--- config.mk ---
export PLATFORM = sky130hd
export DESIGN_NAME = auth_seq
export DESIGN_NICKNAME = d
export VERILOG_FILES = /design/src/rtl/auth_pkg.sv /design/src/rtl/auth_trig.sv /design/src/rtl/auth_timer.sv /design/src/rtl/auth_cmp.sv /design/src/rtl/auth_seq.sv
export SDC_FILE = /design/constraint.sdc
export NUM_CORES = 1
export LEC_CHECK = 0
export BUFFER_PORTS_ARGS = -buffer_cell sky130_fd_sc_hd__buf_2
export CAP_MARGIN = 10
export CORE_MARGIN = 10
export CORE_UTILIZATION = 42
export CTS_CLUSTER_SIZE = 16
export DETAILED_ROUTE_END_ITERATION = 8
export GPL_TIMING_DRIVEN = 0
export PLACE_DENSITY = 0.88
export SYNTH_ARGS = -nofsm -noshare
export SYNTH_HDL_FRONTEND = slang
export SYNTH_SLANG_ARGS = --single-unit
--- constraint.sdc ---
create_clock -name clk -period 2.2 [get_ports clk]
set_input_delay 0.44 -clock clk [delete_from_list [all_inputs] [get_ports clk]]
set_output_delay 0.44 -clock clk [all_outputs]
set_load 0.1 [all_outputs]
--- src/rtl/auth_pkg.sv ---
package auth_pkg;
  typedef enum logic [1:0] {
    OP_RESET = 2'd0,
    OP_WRITE = 2'd1,
    OP_READ  = 2'd2
  } bus_op_e;

  typedef enum logic [3:0] {
    S_IDLE, S_RST1, S_WR, S_RST2, S_DLY, S_SPU, S_RST3, S_RD, S_EVAL
  } seq_state_e;
endpackage

--- src/rtl/auth_trig.sv ---
module auth_trig (
  input  logic clk,
  input  logic rst,
  input  logic trig_in,
  input  logic cfg_edge,
  input  logic cfg_pol,
  output logic start
);
  logic act, act_r, act_q;

  assign act = cfg_pol ? trig_in : ~trig_in;

  always_ff @(posedge clk) begin
    if (rst) begin
      act_r <= 1'b0;
      act_q <= 1'b0;
    end else begin
      act_r <= act;
      act_q <= act_r;
    end
  end

  assign start = cfg_edge ? (act_r & ~act_q) : act_r;
endmodule

--- src/rtl/auth_timer.sv ---
module auth_timer #(
  parameter int W = 8
) (
  input  logic         clk,
  input  logic         rst,
  input  logic         load,
  input  logic [W-1:0] load_val,
  output logic         zero
);
  logic [W-1:0] cnt;

  always_ff @(posedge clk) begin
    if (rst)            cnt <= '0;
    else if (load)      cnt <= load_val;
    else if (cnt != '0) cnt <= cnt - 1'b1;
  end

  assign zero = (cnt == '0);
endmodule

--- src/rtl/auth_cmp.sv ---
module auth_cmp (
  input  logic clk,
  input  logic rst,
  input  logic clr,
  input  logic bit_valid,
  input  logic bit_in,
  input  logic exp_bit,
  output logic mismatch
);
  always_ff @(posedge clk) begin
    if (rst || clr)                         mismatch <= 1'b0;
    else if (bit_valid && bit_in != exp_bit) mismatch <= 1'b1;
  end

  // once a difference is seen it stays until the next attempt clears it
  p_sticky_mismatch_r6: assert property (@(posedge clk) disable iff (rst)
    mismatch && !clr |=> mismatch);
endmodule

--- src/rtl/auth_seq.sv ---
module auth_seq
  import auth_pkg::*;
#(
  parameter int CH_BITS      = 64,
  parameter int RS_BITS      = 160,
  parameter int MAX_ATTEMPTS = 8,
  parameter int DLY_CYC      = 100000,
  parameter int SPU_CYC      = 1700000,
  localparam int RW   = $clog2(MAX_ATTEMPTS),
  localparam int CIW  = $clog2(CH_BITS),
  localparam int IDXW = $clog2(RS_BITS),
  localparam int TW   = $clog2((DLY_CYC > SPU_CYC ? DLY_CYC : SPU_CYC) + 1)
) (
  input  logic               clk,
  input  logic               rst,
  input  logic               trig_in,
  input  logic               cfg_trig_edge,
  input  logic               cfg_trig_pol,
  input  logic [RW-1:0]      cfg_retries,
  input  logic [CH_BITS-1:0] challenge,
  input  logic [RS_BITS-1:0] response,
  output logic               bus_req,
  output logic [1:0]         bus_op,
  output logic               bus_wbit,
  input  logic               bus_ack,
  input  logic               bus_rbit,
  output logic               spu_en,
  output logic               done,
  output logic               pass,
  output logic               fail,
  output logic               absent
);
  seq_state_e    state;
  logic [IDXW-1:0] bit_idx;
  logic [RW-1:0] attempt, retries_q;
  logic          start, tmr_load, tmr_zero, mismatch, acked;
  logic [TW-1:0] tmr_val;
  bus_op_e       op_now;
  logic [CIW-1:0] ch_idx;

  assign ch_idx = bit_idx[CIW-1:0];
  assign acked  = bus_req && bus_ack;

  auth_trig u_trig (
    .clk(clk), .rst(rst), .trig_in(trig_in),
    .cfg_edge(cfg_trig_edge), .cfg_pol(cfg_trig_pol), .start(start)
  );

  assign tmr_load = (state == S_RST2 && acked && bus_rbit) ||
                    (state == S_DLY && tmr_zero);
  assign tmr_val  = (state == S_DLY) ? TW'(SPU_CYC - 1) : TW'(DLY_CYC - 1);

  auth_timer #(.W(TW)) u_tmr (
    .clk(clk), .rst(rst), .load(tmr_load), .load_val(tmr_val), .zero(tmr_zero)
  );

  auth_cmp u_cmp (
    .clk(clk), .rst(rst), .clr(state == S_RST1),
    .bit_valid(state == S_RD && acked), .bit_in(bus_rbit),
    .exp_bit(response[bit_idx]), .mismatch(mismatch)
  );

  always_comb begin
    case (state)
      S_RST1, S_RST2, S_RST3: op_now = OP_RESET;
      S_WR:                   op_now = OP_WRITE;
      default:                op_now = OP_READ;
    endcase
  end

  assign spu_en = (state == S_SPU);

  always_ff @(posedge clk) begin
    if (rst) begin
      state     <= S_IDLE;
      bit_idx   <= '0;
      attempt   <= '0;
      retries_q <= '0;
      bus_req   <= 1'b0;
      bus_op    <= OP_RESET;
      bus_wbit  <= 1'b0;
      done      <= 1'b0;
      pass      <= 1'b0;
      fail      <= 1'b0;
      absent    <= 1'b0;
    end else begin
      done   <= 1'b0;
      pass   <= 1'b0;
      fail   <= 1'b0;
      absent <= 1'b0;
      case (state)
        S_IDLE: if (start) begin
          state     <= S_RST1;
          attempt   <= '0;
          retries_q <= cfg_retries;
        end
        S_DLY: if (tmr_zero) state <= S_SPU;
        S_SPU: if (tmr_zero) state <= S_RST3;
        S_EVAL: begin
          if (!mismatch) begin
            pass  <= 1'b1;
            done  <= 1'b1;
            state <= S_IDLE;
          end else if (attempt == retries_q) begin
            fail  <= 1'b1;
            done  <= 1'b1;
            state <= S_IDLE;
          end else begin
            attempt <= attempt + 1'b1;
            state   <= S_RST1;
          end
        end
        default: begin
          if (!bus_req) begin
            bus_req  <= 1'b1;
            bus_op   <= op_now;
            bus_wbit <= (state == S_WR) ? challenge[ch_idx] : 1'b0;
          end else if (bus_ack) begin
            bus_req <= 1'b0;
            if (op_now == OP_RESET && !bus_rbit) begin
              absent <= 1'b1;
              done   <= 1'b1;
              state  <= S_IDLE;
            end else begin
              case (state)
                S_RST1: begin state <= S_WR; bit_idx <= '0; end
                S_RST2: state <= S_DLY;
                S_RST3: begin state <= S_RD; bit_idx <= '0; end
                S_WR: begin
                  if (bit_idx == IDXW'(CH_BITS - 1)) state <= S_RST2;
                  else bit_idx <= bit_idx + 1'b1;
                end
                default: begin
                  if (bit_idx == IDXW'(RS_BITS - 1)) state <= S_EVAL;
                  else bit_idx <= bit_idx + 1'b1;
                end
              endcase
            end
          end
        end
      endcase
    end
  end

  // request and its payload hold until acknowledged
  p_req_hold_r11: assert property (@(posedge clk) disable iff (rst)
    bus_req && !bus_ack |=> bus_req && $stable(bus_op) && $stable(bus_wbit));

  // no bus traffic while the strong pullup is on
  p_spu_quiet_r5: assert property (@(posedge clk) disable iff (rst)
    spu_en |-> !bus_req);

  // exactly one result accompanies done
  p_one_result_r8: assert property (@(posedge clk) disable iff (rst)
    done |-> $countones({pass, fail, absent}) == 1);

  // no result strobe without done
  p_result_done_r9: assert property (@(posedge clk) disable iff (rst)
    $onehot0({pass, fail, absent}) && ((pass || fail || absent) -> done));
endmodule

== Word-level counts from Yosys, hierarchy flattened ==
Index checks and enable logic that the tools add are counted.

* Register bits: 50
* Input bits: 234
* Output and inout port bits: 9
* Logic and storage cells: 119

* $add $sub $neg: 3
* $lt $le $gt $ge: 2
* Equality and inequality tests: 20
* Mux-type cells: 39
* Bitwise logic cells: 9
* Reduce and logical (&&, ||, !) cells: 31

{| class="wikitable"
|+ Operator list
! operator !! number
|-
| 2-to-1 mux 21 bit || 3
|-
| 2-to-1 mux 4 bit || 8
|-
| case mux 4 bit (4 select lines) || 2
|-
| case mux 8 bit (3 select lines) || 1
|-
| zero test 21 bit || 1
|-
| nonzero test 21 bit || 1
|-
| subtractor 21 x 1 -> 21 bit, second input constant || 1
|-
| equality test 4 x 3 -> 1 bit, second input constant || 4
|-
| 2-to-1 mux 8 bit || 2
|-
| 2-to-1 mux 1 bit || 15
|-
| AND reduction 7 bit || 2
|-
| nonzero test 10 bit || 1
|-
| nonzero test 5 bit || 2
|-
| < comparator 8 x 9 -> 1 bit, second input constant || 1
|-
| 2-to-1 mux 3 bit || 3
|-
| OR reduction 3 bit || 3
|-
| adder 8 x 1 -> 8 bit, second input constant || 1
|-
| binary-select mux 1 bit (select 8 bit) || 1
|-
| equality test 4 x 2 -> 1 bit, second input constant || 2
|-
| equality test 8 x 6 -> 1 bit, second input constant || 1
|-
| equality test 8 bit, second input constant || 1
|-
| != test 2 bit, second input constant || 4
|-
| inverter 1 bit || 8
|-
| logical AND 1 bit || 7
|-
| 24 further kinds || 29
|}

== Longest topological paths before layout ==
Gate-level depths: netlist of the first run.

* Depth in word-level cells: 9
* Depth in mapped cells: 10
* Gate-level depth less buffers: 9

== Hierarchy ==
From an unflattened synthesis of the first run, not the netlist that was laid out.

* Cell total of the unflattened synthesis: 479
* Area total of the unflattened synthesis: 4650.7 um^2

{| class="wikitable"
|+ By module, submodules not included
! module !! times used !! cells each !! area each (um^2)
|-
| auth_seq || 1 || 328 || 3373.2
|-
| auth_timer || 1 || 140 || 1157.4
|-
| auth_trig || 1 || 6 || 66.3
|-
| auth_cmp || 1 || 5 || 53.8
|}

== Worst setup path after synthesis of the first run ==
OpenSTA, ideal clock, no wires.

* Path type: register -> register
* Start: register bus_req
* End: register u_tmr.cnt[18]
* Library setup time: 0.120 ns
* Arrival: 2.494 ns
* Data required time: 2.080 ns
* Setup slack: -0.414 ns
* Cell stages (with the launch flop): 7
* Period minus slack after synthesis: 2.614 ns
* Path through: dfxtp_1 clkbuf_1 nand2_1 or4_1 a2111oi_0 xnor2_1 nor2_1

* Cells in the longest elaborated chain, start to end: 5

{| class="wikitable"
|+ Ends and longest elaborated chain
! item !! RTL line !! source
|-
| start, declared || auth_seq.sv:22 || <nowiki>output logic bus_req,</nowiki>
|-
| start signal, assigned || auth_seq.sv:79 || <nowiki>bus_req <= 1'b0;</nowiki>
|-
| start signal, assigned || auth_seq.sv:115 || <nowiki>bus_req <= 1'b1;</nowiki>
|-
| start signal, assigned || auth_seq.sv:119 || <nowiki>bus_req <= 1'b0;</nowiki>
|-
| logical AND 1 bit (*) || auth_seq.sv:42 || <nowiki>assign acked = bus_req && bus_ack;</nowiki>
|-
| logical AND 1 bit (*) (2 in a row) || auth_seq.sv:49 || <nowiki>assign tmr_load = (state == S_RST2 && acked && bus_rbit) ||</nowiki>
|-
| logical OR 1 bit (*) || auth_seq.sv:49 ||
|-
| 2-to-1 mux 21 bit or nonzero test 2 bit (tied branches) || n/a ||
|-
| end signal, assigned || auth_timer.sv:14 || <nowiki>else if (load) cnt <= load_val;</nowiki>
|-
| end signal, assigned || auth_timer.sv:15 || <nowiki>else if (cnt != '0) cnt <= cnt - 1'b1;</nowiki>
|-
| end, declared || auth_timer.sv:10 || <nowiki>logic [W-1:0] cnt;</nowiki>
|}

Mark *: on every way between the ends. The rest lies on a longest branch, timed or not.
A chain may end at the register's enable or synchronous reset.

== Worst setup path in the final report of the first run ==
* Start: register bit_idx[0]
* End: register u_cmp.mismatch

* Cells in the longest elaborated chain, start to end: 4

{| class="wikitable"
|+ Ends and longest elaborated chain
! item !! RTL line !! source
|-
| start, declared || auth_seq.sv:34 || <nowiki>logic [IDXW-1:0] bit_idx;</nowiki>
|-
| start signal, assigned || auth_seq.sv:131 || <nowiki>else bit_idx <= bit_idx + 1'b1;</nowiki>
|-
| start signal, assigned || auth_seq.sv:135 || <nowiki>else bit_idx <= bit_idx + 1'b1;</nowiki>
|-
| binary-select mux 1 bit (select 8 bit) || auth_seq.sv:60 || <nowiki>.exp_bit(response[bit_idx]), .mismatch(mismatch)</nowiki>
|-
| 2-to-1 mux 1 bit (implied by the code) || auth_seq.sv:60 ||
|-
| != test 1 bit || auth_cmp.sv:12 || <nowiki>else if (bit_valid && bit_in != exp_bit) mismatch <= 1'b1;</nowiki>
|-
| logical AND 1 bit || auth_cmp.sv:12 ||
|-
| end signal, assigned || auth_cmp.sv:11 || <nowiki>if (rst || clr) mismatch <= 1'b0;</nowiki>
|-
| end signal, assigned || auth_cmp.sv:12 ||
|-
| end, declared || auth_cmp.sv:8 || <nowiki>output logic mismatch</nowiki>
|}

Every way passes these cells. The select of a mux whose other input is x is not followed.

==> results of run 1 <==
## layout by cell type, fill, tap and decap left out, types with 4 or more instances in the layout
cell / count
a22oi_1: 4
nand4_1: 6
dfxtp_2: 8
a21oi_2: 5
buf_4: 30
nor3_1: 11
or3_1: 5
buf_2: 244
nor2_1: 40
nand2_1: 31
nand2b_1: 9
dfxtp_1: 42
buf_8: 4
buf_12: 6
a21oi_1: 30
a31oi_1: 4
xnor2_1: 14
o21ai_1: 5
mux2i_1: 30
mux4_1: 8
and3_1: 5
clkbuf_8: 6
buf_6: 10
nor2b_1: 9
xor2_1: 11
clkbuf_1: 6
mux4_2: 43
nand3_1: 5
nand3b_1: 4
nor3_2: 7
inv_1: 8
o21ai_0: 10
## cell type report
cell class	count	area, sq um
flip-flops and latches	50	1011
multi-input cells	372	3575
well taps	140	175.2
inverters	11	41.29
clock buffers	6	82.58
clock inverters	2	12.51
repair buffers	272	1524
diodes	3	7.507
fillers	851	4055
plain buffers	32	309.0
## power breakdown
| group | leakage, nW | switching (mW) | internal, mW | total (mW) |
|---|---|---|---|---|
| Sequential | 0.410 | 0.245 | 1.11 | 1.35 |
| Clock | 0.0472 | 0.317 | 0.253 | 0.570 |
| Combinational | 2.38 | 1.68 | 1.71 | 3.39 |
## timing repair
item                       CTS  global route
setup endpoints to repair   28            36
setup buffers               20             9
gates resized for setup     31            65
pin swaps                    7            23
cloned                       2             0
## per-layer routing
metal,wire length (um),share of wire,track usage,vias to the layer above
met5,0,0,0,-
met4,876,0.042,0.09459,0
met3,1753,0.083,0.06468,77
met2,11280,0.54,0.4529,348
met1,7090,0.34,0.2459,2540
li1,-,-,-,2371
## flip-flops by register name, indices dropped and copies added (netlist names)
| name | count |
|---|---|
| bus_wbit | 1 |
| absent | 1 |
| fail | 1 |
| u_cmp.mismatch | 1 |
| u_tmr.cnt | 21 |
| pass | 1 |
| done | 1 |
| bit_idx | 8 |
| bus_op | 2 |
| state | 4 |
| attempt | 3 |
| u_trig.act_r | 1 |
| u_trig.act_q | 1 |
| retries_q | 3 |
| bus_req | 1 |
## cells by family (layout without fill, tap and decap cells)
| kind of cell | Yosys count | in the layout | share of synthesized area |
|---|---|---|---|
| AOI/OAI and AO/OA | 97 | 97 | 0.1466 |
| xor gates and xnor gates | 26 | 26 | 0.04958 |
| adders and majority gates | 3 | 3 | 0.008173 |
| buffers and inverters | 47 | 323 | 0.06374 |
| DFF | 50 | 50 | 0.2179 |
| muxes | 81 | 81 | 0.3285 |
| other | 0 | 3 | 0 |
| and+or+nand+nor | 165 | 165 | 0.1855 |
## metrics by stage
stage | total power, mW | hold slack (ns) | setup slack, ns | instances
2_1_floorplan | 3.015 | 0.4377 | -0.1103 | 469
3_3_place_gp | 3.529 | 0.4501 | -0.3966 | 850
3_5_place_dp | 3.605 | 0.4513 | -0.4534 | 850
4_1_cts | 4.523 | 0.3701 | -0.2325 | 879
5_1_grt | 5.621 | 0.3677 | -0.4329 | 888
6_report | 5.314 | 0.3663 | -0.2510 | 888
## worst register-to-register path, cell delays in order, from the launching register on
cell     delay [ns]
dfxtp_2        0.36
buf_12         0.15
buf_12         0.14
buf_12         0.13
mux4_2         0.54
mux4_2         0.51
a22oi_2        0.17
nor2_2         0.07
nor3b_2        0.18
o21ai_1        0.09
nand3_1        0.07
## final timing paths
check                               start                           to  slack, ns  cells after the start
setup / recovery  bit_idx[0]$_SDFFE_PP0P_  u_cmp.mismatch$_SDFFE_PP0P_      -0.25                     10
hold / removal             cfg_retries[2]    retries_q[2]$_SDFFE_PP0P_       0.37                      3
setup reg to reg  bit_idx[0]$_SDFFE_PP0P_  u_cmp.mismatch$_SDFFE_PP0P_      -0.25                     10
hold reg to reg   u_trig.act_r$_SDFF_PP0_      u_trig.act_q$_SDFF_PP0_       0.46                      1
==> out/qor.csv, run 1 <==
stage,metric,value,unit
outcome,status,"complete, but fails checks",
outcome,violated checks,negative setup slack,
timing,Final Skew,0.01020,ns
clock_network,TritonCTS Buffers,5,
placed_design,DP Area,6002,sq um
clock_network,Root Buffer,clkbuf_8,
timing,Setup TNS,-0.7736,ns
detailed_routing,post-route antenna net violation count,0,
setup_path,"most used cell, CP",buf_12,
logic_synthesis,Yosys top cell area share,0.2179,
timing,final hold vios,0,
detailed_routing,first-iteration detailed-routing DRC count,489,
timing,final worst slack,-0.2510,ns
die,DIE HEIGHT,124.6,um
logic_synthesis,top post-synthesis cells by count,"50 x dfxtp_1, 43 x nor2_1, 35 x a21oi_1, 35 x mux4_2, 34 x nand2_1",
grt,vias in the first global route,5640,
logic_synthesis,sequential fraction of the synthesis area,0.2179,
job,# Max-Cap Violations,0,
final_layout,Layout area overhead,46.69,%
die,die width,124.6,um
logic_synthesis,Post-Syn Area,4593,sq um
logic_synthesis,Yosys cell types,66,
grt,initial antenna violation count,3,
timing,Max Clock Freq,408.0,MHz
logic_synthesis,Synth Flop Type,dfxtp_1,
grt,pin count of the biggest net entering global routing,16,
setup_path,dominant delay contributor by cell family on the critical path,multiplexers,
pwr,worst vdd ir,0.0007654,V
logic_synthesis,Post-synth EDFFs,0,
setup_path,crit path kind,flip-flop to flip-flop,
logic_synthesis,#FFs+latches synth,50,
setup_path,Critical Path RT,2.46,ns
detailed_routing,routed wire length,21000,um
grt,gr ovfl total,0,
clock_network,clk_lat worst skew,0.31,ns
logic_synthesis,YS warnings,0,
setup_path,crit path max fanout,6,
final_layout,fraction of layout instances using a drive strength above 1,0.5530,
clock_network,clk slew on worst S/H paths,0.10,ns
timing,RSZ-0062 raised after global routing,yes,
timing,Setup Viol. Count Final,10,
setup_path,Setup crit end kind,flip-flop,
pwr,Pwr Density,788.7,nW/um^2
logic_synthesis,Mapped Cells,469,
logic_synthesis,net count after synthesis,706,
setup_path,CP Cell Sequence,"buf_12, buf_12, buf_12, mux4_2, mux4_2, a22oi_2, nor2_2, nor3b_2, o21ai_1, nand3_1",
detailed_routing,DRC,0,
grt,GRT Total Usage,0.2410,
setup_path,delay of the slowest critical-path stage,0.54,ns
clock_network,clk sinks,50,
placed_design,IO Port Bufs,241,
pwr,Leak Pwr,2.834,nW
placed_design,HPWL after DPL,16520,um
setup_path,slowest cell on the critical path,mux4_2,
clock_network,# hold bufs at CTS,0,
logic_synthesis,Synth async-reset ratio,0,
detailed_routing,drt first pass iters,7,
logic_synthesis,most common cell in the netlist,dfxtp_1,
die,die area,15520,sq um
timing,Least-Margin Pin Slew,0.6052,ns
detailed_routing,Vias/cell,6.009,
setup_path,Worst setup SP type,flip-flop,
die,Core ar.,10790,sq um
timing,crit share post-route,1.114,
final_layout,final core utilization,0.6243,
die,FP Rows,38,
detailed_routing,via count,5336,
logic_synthesis,most area-hungry cell type in the Yosys netlist,dfxtp_1,
clock_network,CTS tree,built,
timing,Slew Limit Fails,0,
detailed_routing,Wirelength per Cell,23.65,um
logic_synthesis,synth top area cells,"dfxtp_1 22%, mux4_2 17%, mux4_1 9.2%",
final_layout,nets,981,
hold_path,Tightest Hold Check Type,primary input to flip-flop,
die,starting density of the core,0.4256,
setup_path,worst path bufs/invs,3,
grt,first-pass GRT wire length,30100,um
die,I/O pin total,243,
setup_path,crit path DAT,2.71,ns
logic_synthesis,Syn Area/Cell,9.794,sq um
timing,minimum clock period,2.451,ns
clock_network,clock buffer depth,2,
clock_network,H-Tree Level Count,2,
placed_design,routability cong.,0.9561,
final_layout,fin area,6738,sq um
timing,worst rel slew slack,0.5951,
Power figures use the tool's default switching activity.
==> inputs of run 2 (changes only) <==
- CORE_MARGIN: 10 -> default
- PLACE_DENSITY: 0.88 -> default
- PLACE_DENSITY_LB_ADDON: default -> 0.08
==> out/qor.csv, run 2 (same netlist as run 1, synthesis figures left out) <==
stage,metric,value,unit
die,starting density of the core,0.4390,
detailed_routing,via count,5074,
grt,first-pass GRT wire length,25290,um
grt,pin count of the biggest net entering global routing,19,
final_layout,fin area,6700,sq um
timing,Max Clock Freq,410.1,MHz
final_layout,fraction of layout instances using a drive strength above 1,0.5505,
placed_design,routability cong.,0.8893,
final_layout,Largest regs,"u_tmr.cnt: 21 flops, bit_idx: 8 flops, state: 4 flops",
outcome,status,"complete, but fails checks",
clock_network,CTS tree,built,
die,DIE HEIGHT,106.6,um
pwr,Clock power frac,0.116,
hold_path,min-delay src,cfg_retries[1],
final_layout,Antenna Cells,0,
clock_network,clock buffer depth,2,
die,I/O pin total,243,
clock_network,# hold bufs at CTS,0,
setup_path,dominant delay contributor by cell family on the critical path,multiplexers,
timing,RSZ-0062 raised after global routing,yes,
detailed_routing,DRC,0,
setup_path,CP Cell Sequence,"buf_12, buf_12, mux4_2, mux4_2, mux4_2, nand3_2, a21oi_2",
timing,Slew Limit Fails,0,
timing,crit share post-route,1.108,
clock_network,clk slew on worst S/H paths,0.11,ns
pwr,P_int,2.961,mW
pwr,worst vdd ir,0.0007100,V
timing,WHS,0.3515,ns
setup_path,R2R setup slack,-0.24,ns
die,Core ar.,10460,sq um
final_layout,Filler Cell Count,902,
final_layout,nets,979,
final_layout,Layout area overhead,45.87,%
timing,Final Skew,0.01108,ns
timing,Setup Viol. Count Final,12,
detailed_routing,drt first pass iters,5,
timing,minimum clock period,2.439,ns
die,FP Rows,37,
clock_network,TritonCTS Buffers,5,
setup_path,Critical R2R Launch,bit_idx[0]$_SDFFE_PP0P_,
timing,Least-Margin Pin Slew,0.7880,ns
final_layout,most frequent cells in the layout,"244 x buf_2, 43 x mux4_2, 41 x dfxtp_1, 37 x nor2_1, 31 x a21oi_1",
setup_path,Setup crit end kind,flip-flop,
clock_network,clk sinks,50,
timing,worst rel slew slack,0.4703,
placed_design,HPWL after DPL,12930,um
setup_path,Critical Path RT,2.40,ns
outcome,violated checks,negative setup slack,
placed_design,IO Port Bufs,241,
grt,initial antenna violation count,0,
detailed_routing,Wirelength per Cell,18.81,um
clock_network,Root Buffer,clkbuf_8,
pwr,total power,5.146,mW
final_layout,Largest register FFs,21,
setup_path,crit path DAT,2.64,ns
die,die width,106.6,um
timing,final worst slack,-0.2386,ns
setup_path,crit path kind,flip-flop to flip-flop,
setup_path,delay of the slowest critical-path stage,0.54,ns
die,die area,11360,sq um
placed_design,pre-CTS WS,-0.3316,ns
setup_path,slowest cell on the critical path,mux4_2,
setup_path,Worst setup SP type,flip-flop,
pwr,Flop pwr share,0.263,
pwr,Pwr Density,768.1,nW/um^2
hold_path,Tightest Hold Check Type,primary input to flip-flop,
hold_path,worst hold path depth,3,
pwr,Switching Share,0.4247,
placed_design,DP Area,5997,sq um
clock_network,clk_lat worst skew,0.32,ns
pwr,NetSw,2.186,mW
grt,vias in the first global route,5247,
pwr,Combinational Power Share,0.621,
setup_path,"most used cell, CP",mux4_2,
pwr,Leak Pwr,2.810,nW
timing,final hold vios,0,
final_layout,most flop-heavy register,u_tmr.cnt,
hold_path,Hold EP,retries_q[1]$_SDFFE_PP0P_,
detailed_routing,first-iteration detailed-routing DRC count,298,
setup_path,FF-to-FF End,bus_wbit$_SDFFE_PP0P_,
grt,gr ovfl total,0,
final_layout,final core utilization,0.6404,
setup_path,worst reg2reg path depth,7,
final_layout,"commonest non-fill, non-tap cell in the layout",buf_2,
detailed_routing,Vias/cell,5.772,
setup_path,worst path bufs/invs,2,
detailed_routing,post-route antenna net violation count,0,
detailed_routing,routed wire length,16530,um
clock_network,H-Tree Level Count,2,
job,# Max-Cap Violations,0,
setup_path,crit path max fanout,7,
grt,GRT Total Usage,0.2802,
run 2: cell count changes in the layout (fill, tap and decap cells not counted), moves of 3 or more:
cell      change
buf_4         -8
buf_6         +3
clkbuf_4      +3
diode_2       -3
nor2_1        -3
nor2_2        +3
nor3_1        +3
nor3_2        -4
run 2: worst min-delay path, stage by stage:
cell     delay (ns)
buf_2          0.09
nand2_1        0.04
a21oi_1        0.05
run 2: cell type report:
| class | instances | area (sq um) | area share |
|---|---|---|---|
| clock buffer | 5 | 68.82 | 0.01027 |
| timing repair buffer | 270 | 1519 | 0.2267 |
| buffer | 32 | 300.3 | 0.04482 |
| sequential | 50 | 1012 | 0.1511 |
| inverter | 11 | 41.29 | 0.006162 |
| clock inverter | 3 | 28.78 | 0.004295 |
| multi-input combinational | 372 | 3560 | 0.5313 |
| tap | 136 | 170.2 | 0.02540 |
run 2: metrics by stage:
stage,TNS (ns),std cells
final,-0.7157,879
after global placement,-4.369,846
after detailed placement,-5.290,846
after global routing,-1.981,879
after floorplan,-0.2545,469
after CTS,-0.6659,874
run 2: routing by layer:
layer,track usage,wire [um],vias to the layer above
met5,0,0,-
met4,0.09491,373,0
met3,0.04134,1085,35
met2,0.5014,8666,256
met1,0.3423,6404,2427
li1,-,-,2356
run 2: what timing repair did:
| action | in CTS | in global routing |
|---|---|---|
| pin swaps | 6 | 29 |
| setup buffers | 20 | 9 |
| resized for setup | 28 | 66 |
| gates cloned | 1 | 1 |
| setup endpoints to repair | 28 | 34 |
run 2: how the worst max path moves through the flow:
stage	start	to	slack [ns]	cells past startpoint
final	bit_idx[0]$_SDFFE_PP0P_	bus_wbit$_SDFFE_PP0P_	-0.24	7
after floorplan	bus_req$_SDFFE_PP0N_	u_tmr.cnt[18]$_SDFFE_PP0P_	-0.11	6
after global placement	state[1]$_SDFFE_PP0P_	u_tmr.cnt[18]$_SDFFE_PP0P_	-0.31	6
after global routing	bit_idx[0]$_SDFFE_PP0P_	bus_wbit$_SDFFE_PP0P_	-0.28	7
after CTS	bit_idx[0]$_SDFFE_PP0P_	bus_wbit$_SDFFE_PP0P_	-0.28	8
after detailed placement	state[1]$_SDFFE_PP0P_	u_tmr.cnt[5]$_SDFFE_PP0P_	-0.33	6
run 2: power groups by stage:
| stage | Sequential, mW | Combinational (mW) | Clock, mW |
|---|---|---|---|
| after global placement | 1.29 | 2.25 | 0 |
| after CTS | 1.29 | 2.62 | 0.602 |
| after floorplan | 1.35 | 1.67 | 0 |
| after detailed placement | 1.30 | 2.30 | 0 |
| after global routing | 1.37 | 3.43 | 0.642 |
| final | 1.35 | 3.20 | 0.596 |
==> inputs of run 3 (changes only) <==
- ABC_AREA: default -> 1
- CORE_UTILIZATION: 42 -> 43
==> out/qor.csv, run 3 <==
stage,metric,value,unit
detailed_routing,first-iteration detailed-routing DRC count,519,
timing,WHS,0.3671,ns
pwr,Pwr Density,819.8,nW/um^2
final_layout,most frequent cells in the layout,"253 x buf_2, 198 x nand2_1, 151 x nor2_1, 92 x nand3_1, 77 x o21ai_0",
job,# Max-Cap Violations,0,
clock_network,TritonCTS Buffers,5,
clock_network,# hold bufs at CTS,0,
die,Core ar.,10890,sq um
timing,Slew Limit Fails,0,
logic_synthesis,most area-hungry cell type in the Yosys netlist,dfxtp_1,
timing,worst rel slew slack,0.6118,
final_layout,"commonest non-fill, non-tap cell in the layout",buf_2,
timing,Max Clock Freq,481.8,MHz
logic_synthesis,Mapped Cells,866,
clock_network,H-Tree Level Count,2,
placed_design,IO Port Bufs,242,
detailed_routing,DRC,0,
pwr,Leak Pwr,3.391,nW
clock_network,clk slew on worst S/H paths,0.09,ns
setup_path,Critical R2R Launch,u_tmr.cnt[0]$_SDFFE_PP0P_,
hold_path,min-delay src,trig_in,
clock_network,CTS tree,built,
hold_path,Tightest Hold Check Type,primary input to flip-flop,
detailed_routing,Vias/cell,5.282,
grt,gr ovfl total,0,
grt,first-pass GRT wire length,28170,um
logic_synthesis,sequential fraction of the synthesis area,0.2080,
placed_design,Placed Cells,1248,
placed_design,HPWL after DPL,14400,um
setup_path,Worst setup SP type,flip-flop,
logic_synthesis,Post-synth EDFFs,0,
logic_synthesis,synth top area cells,"dfxtp_1 21%, nand2_1 16%, nor2_1 12%",
grt,vias in the first global route,6042,
clock_network,clk sinks,50,
timing,final hold vios,0,
timing,Setup Viol. Count Final,0,
logic_synthesis,most common cell in the netlist,nand2_1,
setup_path,crit path DAT,2.31,ns
final_layout,nets,1356,
logic_synthesis,Post-Syn Area,4813,sq um
logic_synthesis,Synth Flop Type,dfxtp_1,
grt,pin count of the biggest net entering global routing,16,
setup_path,crit path max fanout,7,
die,FP Rows,38,
final_layout,Layout area overhead,35.12,%
grt,initial antenna violation count,2,
setup_path,Critical Path RT,2.44,ns
final_layout,most flop-heavy register,u_tmr.cnt,
grt,GRT Total Usage,0.3038,
timing,RSZ-0062 raised after global routing,yes,
setup_path,crit path kind,flip-flop to flip-flop,
placed_design,routability cong.,0.9150,
die,DIE HEIGHT,107.8,um
final_layout,Largest regs,"u_tmr.cnt: 21 flops, bit_idx: 8 flops, state: 4 flops",
timing,minimum clock period,2.076,ns
timing,crit share post-route,0.9434,
logic_synthesis,#FFs+latches synth,50,
detailed_routing,Wirelength per Cell,14.60,um
final_layout,Filler Cell Count,1165,
clock_network,clk_lat worst skew,0.31,ns
clock_network,clock buffer depth,2,
logic_synthesis,Synth async-reset ratio,0,
final_layout,area of the multi-input gates,3381,sq um
clock_network,Root Buffer,clkbuf_8,
final_layout,FF+latch area,1006,sq um
setup_path,Worst Setup SP,u_tmr.cnt[0]$_SDFFE_PP0P_,
setup_path,Setup crit end kind,flip-flop,
logic_synthesis,YS warnings,0,
die,die area,11620,sq um
logic_synthesis,Yosys top cell area share,0.2080,
timing,Final Skew,0.007034,ns
logic_synthesis,Yosys cell types,45,
detailed_routing,via count,6666,
logic_synthesis,Syn Area/Cell,5.558,sq um
timing,Least-Margin Pin Slew,0.5823,ns
die,starting density of the core,0.4421,
logic_synthesis,top post-synthesis cells by count,"202 x nand2_1, 154 x nor2_1, 93 x nand3_1",
final_layout,fraction of layout instances using a drive strength above 1,0.3089,
detailed_routing,routed wire length,18420,um
die,I/O pin total,243,
final_layout,Final Non-Filler Cells,1262,
final_layout,Largest register FFs,21,
die,die width,107.8,um
pwr,worst vdd ir,0.0007315,V
detailed_routing,drt first pass iters,5,
detailed_routing,post-route antenna net violation count,0,
outcome,status,"complete, no violations",
logic_synthesis,net count after synthesis,1103,
[run 3: changes by cell type after synthesis, moves of 10 or more]
cell / previous run / this run
o21ai_0: 14 / 85
mux2i_1: 30 / 0
o22ai_1: 3 / 14
mux4_1: 16 / 0
nor2_1: 43 / 154
mux4_2: 35 / 0
nand2_1: 34 / 202
inv_1: 10 / 72
nand3_1: 8 / 93
nand2b_1: 10 / 0
[run 3: area by class of cell]
type	count	area share
clock buffer	6	0.01116
antenna	2	0.0007695
inverter	81	0.04694
buffer	46	0.04271
clock inverter	2	0.005771
tap	140	0.02693
sequential	50	0.1547
multi-input combinational	689	0.5198
timing repair buffer	246	0.1912
[run 3: what timing repair did]
item	CTS	global route
pin swaps	0	7
buffers inserted	0	4
endpoints found under the setup margin	11	19
resized for setup	7	73
[run 3: metrics by stage]
stage,setup slack [ns],total power [mW],utilization,area [sq um],setup TNS [ns]
2_1_floorplan,0.2512,3.605,-,4817,0
3_3_place_gp,-0.07283,4.370,0.5698,6203,-0.07789
3_5_place_dp,-0.08720,4.380,0.5698,6203,-0.1989
4_1_cts,0.004009,5.082,0.5815,6331,0
5_1_grt,-0.02502,5.791,0.5973,6504,-0.06809
6_report,0.1245,5.331,0.5973,6504,0
[run 3: critical path: stages (launching register included)]
cell and delay, ns:
dfxtp_1 0.33, inv_2 0.11, ha_4 0.17, nand2_2 0.10, nor3_4 0.13, inv_2 0.06
nor3_2 0.21, inv_1 0.11, nor2_4 0.14, inv_2 0.10, nand2_1 0.06, inv_1 0.06
nor2_4 0.16, o21ai_0 0.11, a31oi_1 0.17
[run 3: cell families after synthesis]
logic type	count (synthesis)	share of synthesized area
flops	50	0.2080
xor+xnor	15	0.02729
compound gates	169	0.1973
simple gates	502	0.4523
fa+ha+maj	3	0.007799
buf+inv	127	0.1074
[run 3: worst paths after layout]
kind                              to  slack (ns)  depth (start not counted)
max            state[1]$_SDFFE_PP0P_        0.12                         14
min          u_trig.act_r$_SDFF_PP0_        0.37                          3
max reg2reg    state[1]$_SDFFE_PP0P_        0.12                         14
min reg2reg          pass$_SDFF_PP0_        0.44                          1
[run 3: metal layers]
layer  GRT usage  routed length (um)  vias up
met5           0                   0        -
met4      0.1272                 524        0
met3     0.03874                1336       41
met2      0.5389                9035      269
met1      0.3659                7526     2994
li1            -                   -     3362
[run 3: power by group]
| part | switching [mW] | total, mW | internal, mW | leakage, nW |
|---|---|---|---|---|
| combinational | 2.13 | 3.37 | 1.24 | 2.93 |
| clock | 0.306 | 0.646 | 0.339 | 0.0514 |
| sequential | 0.195 | 1.32 | 1.12 | 0.409 |
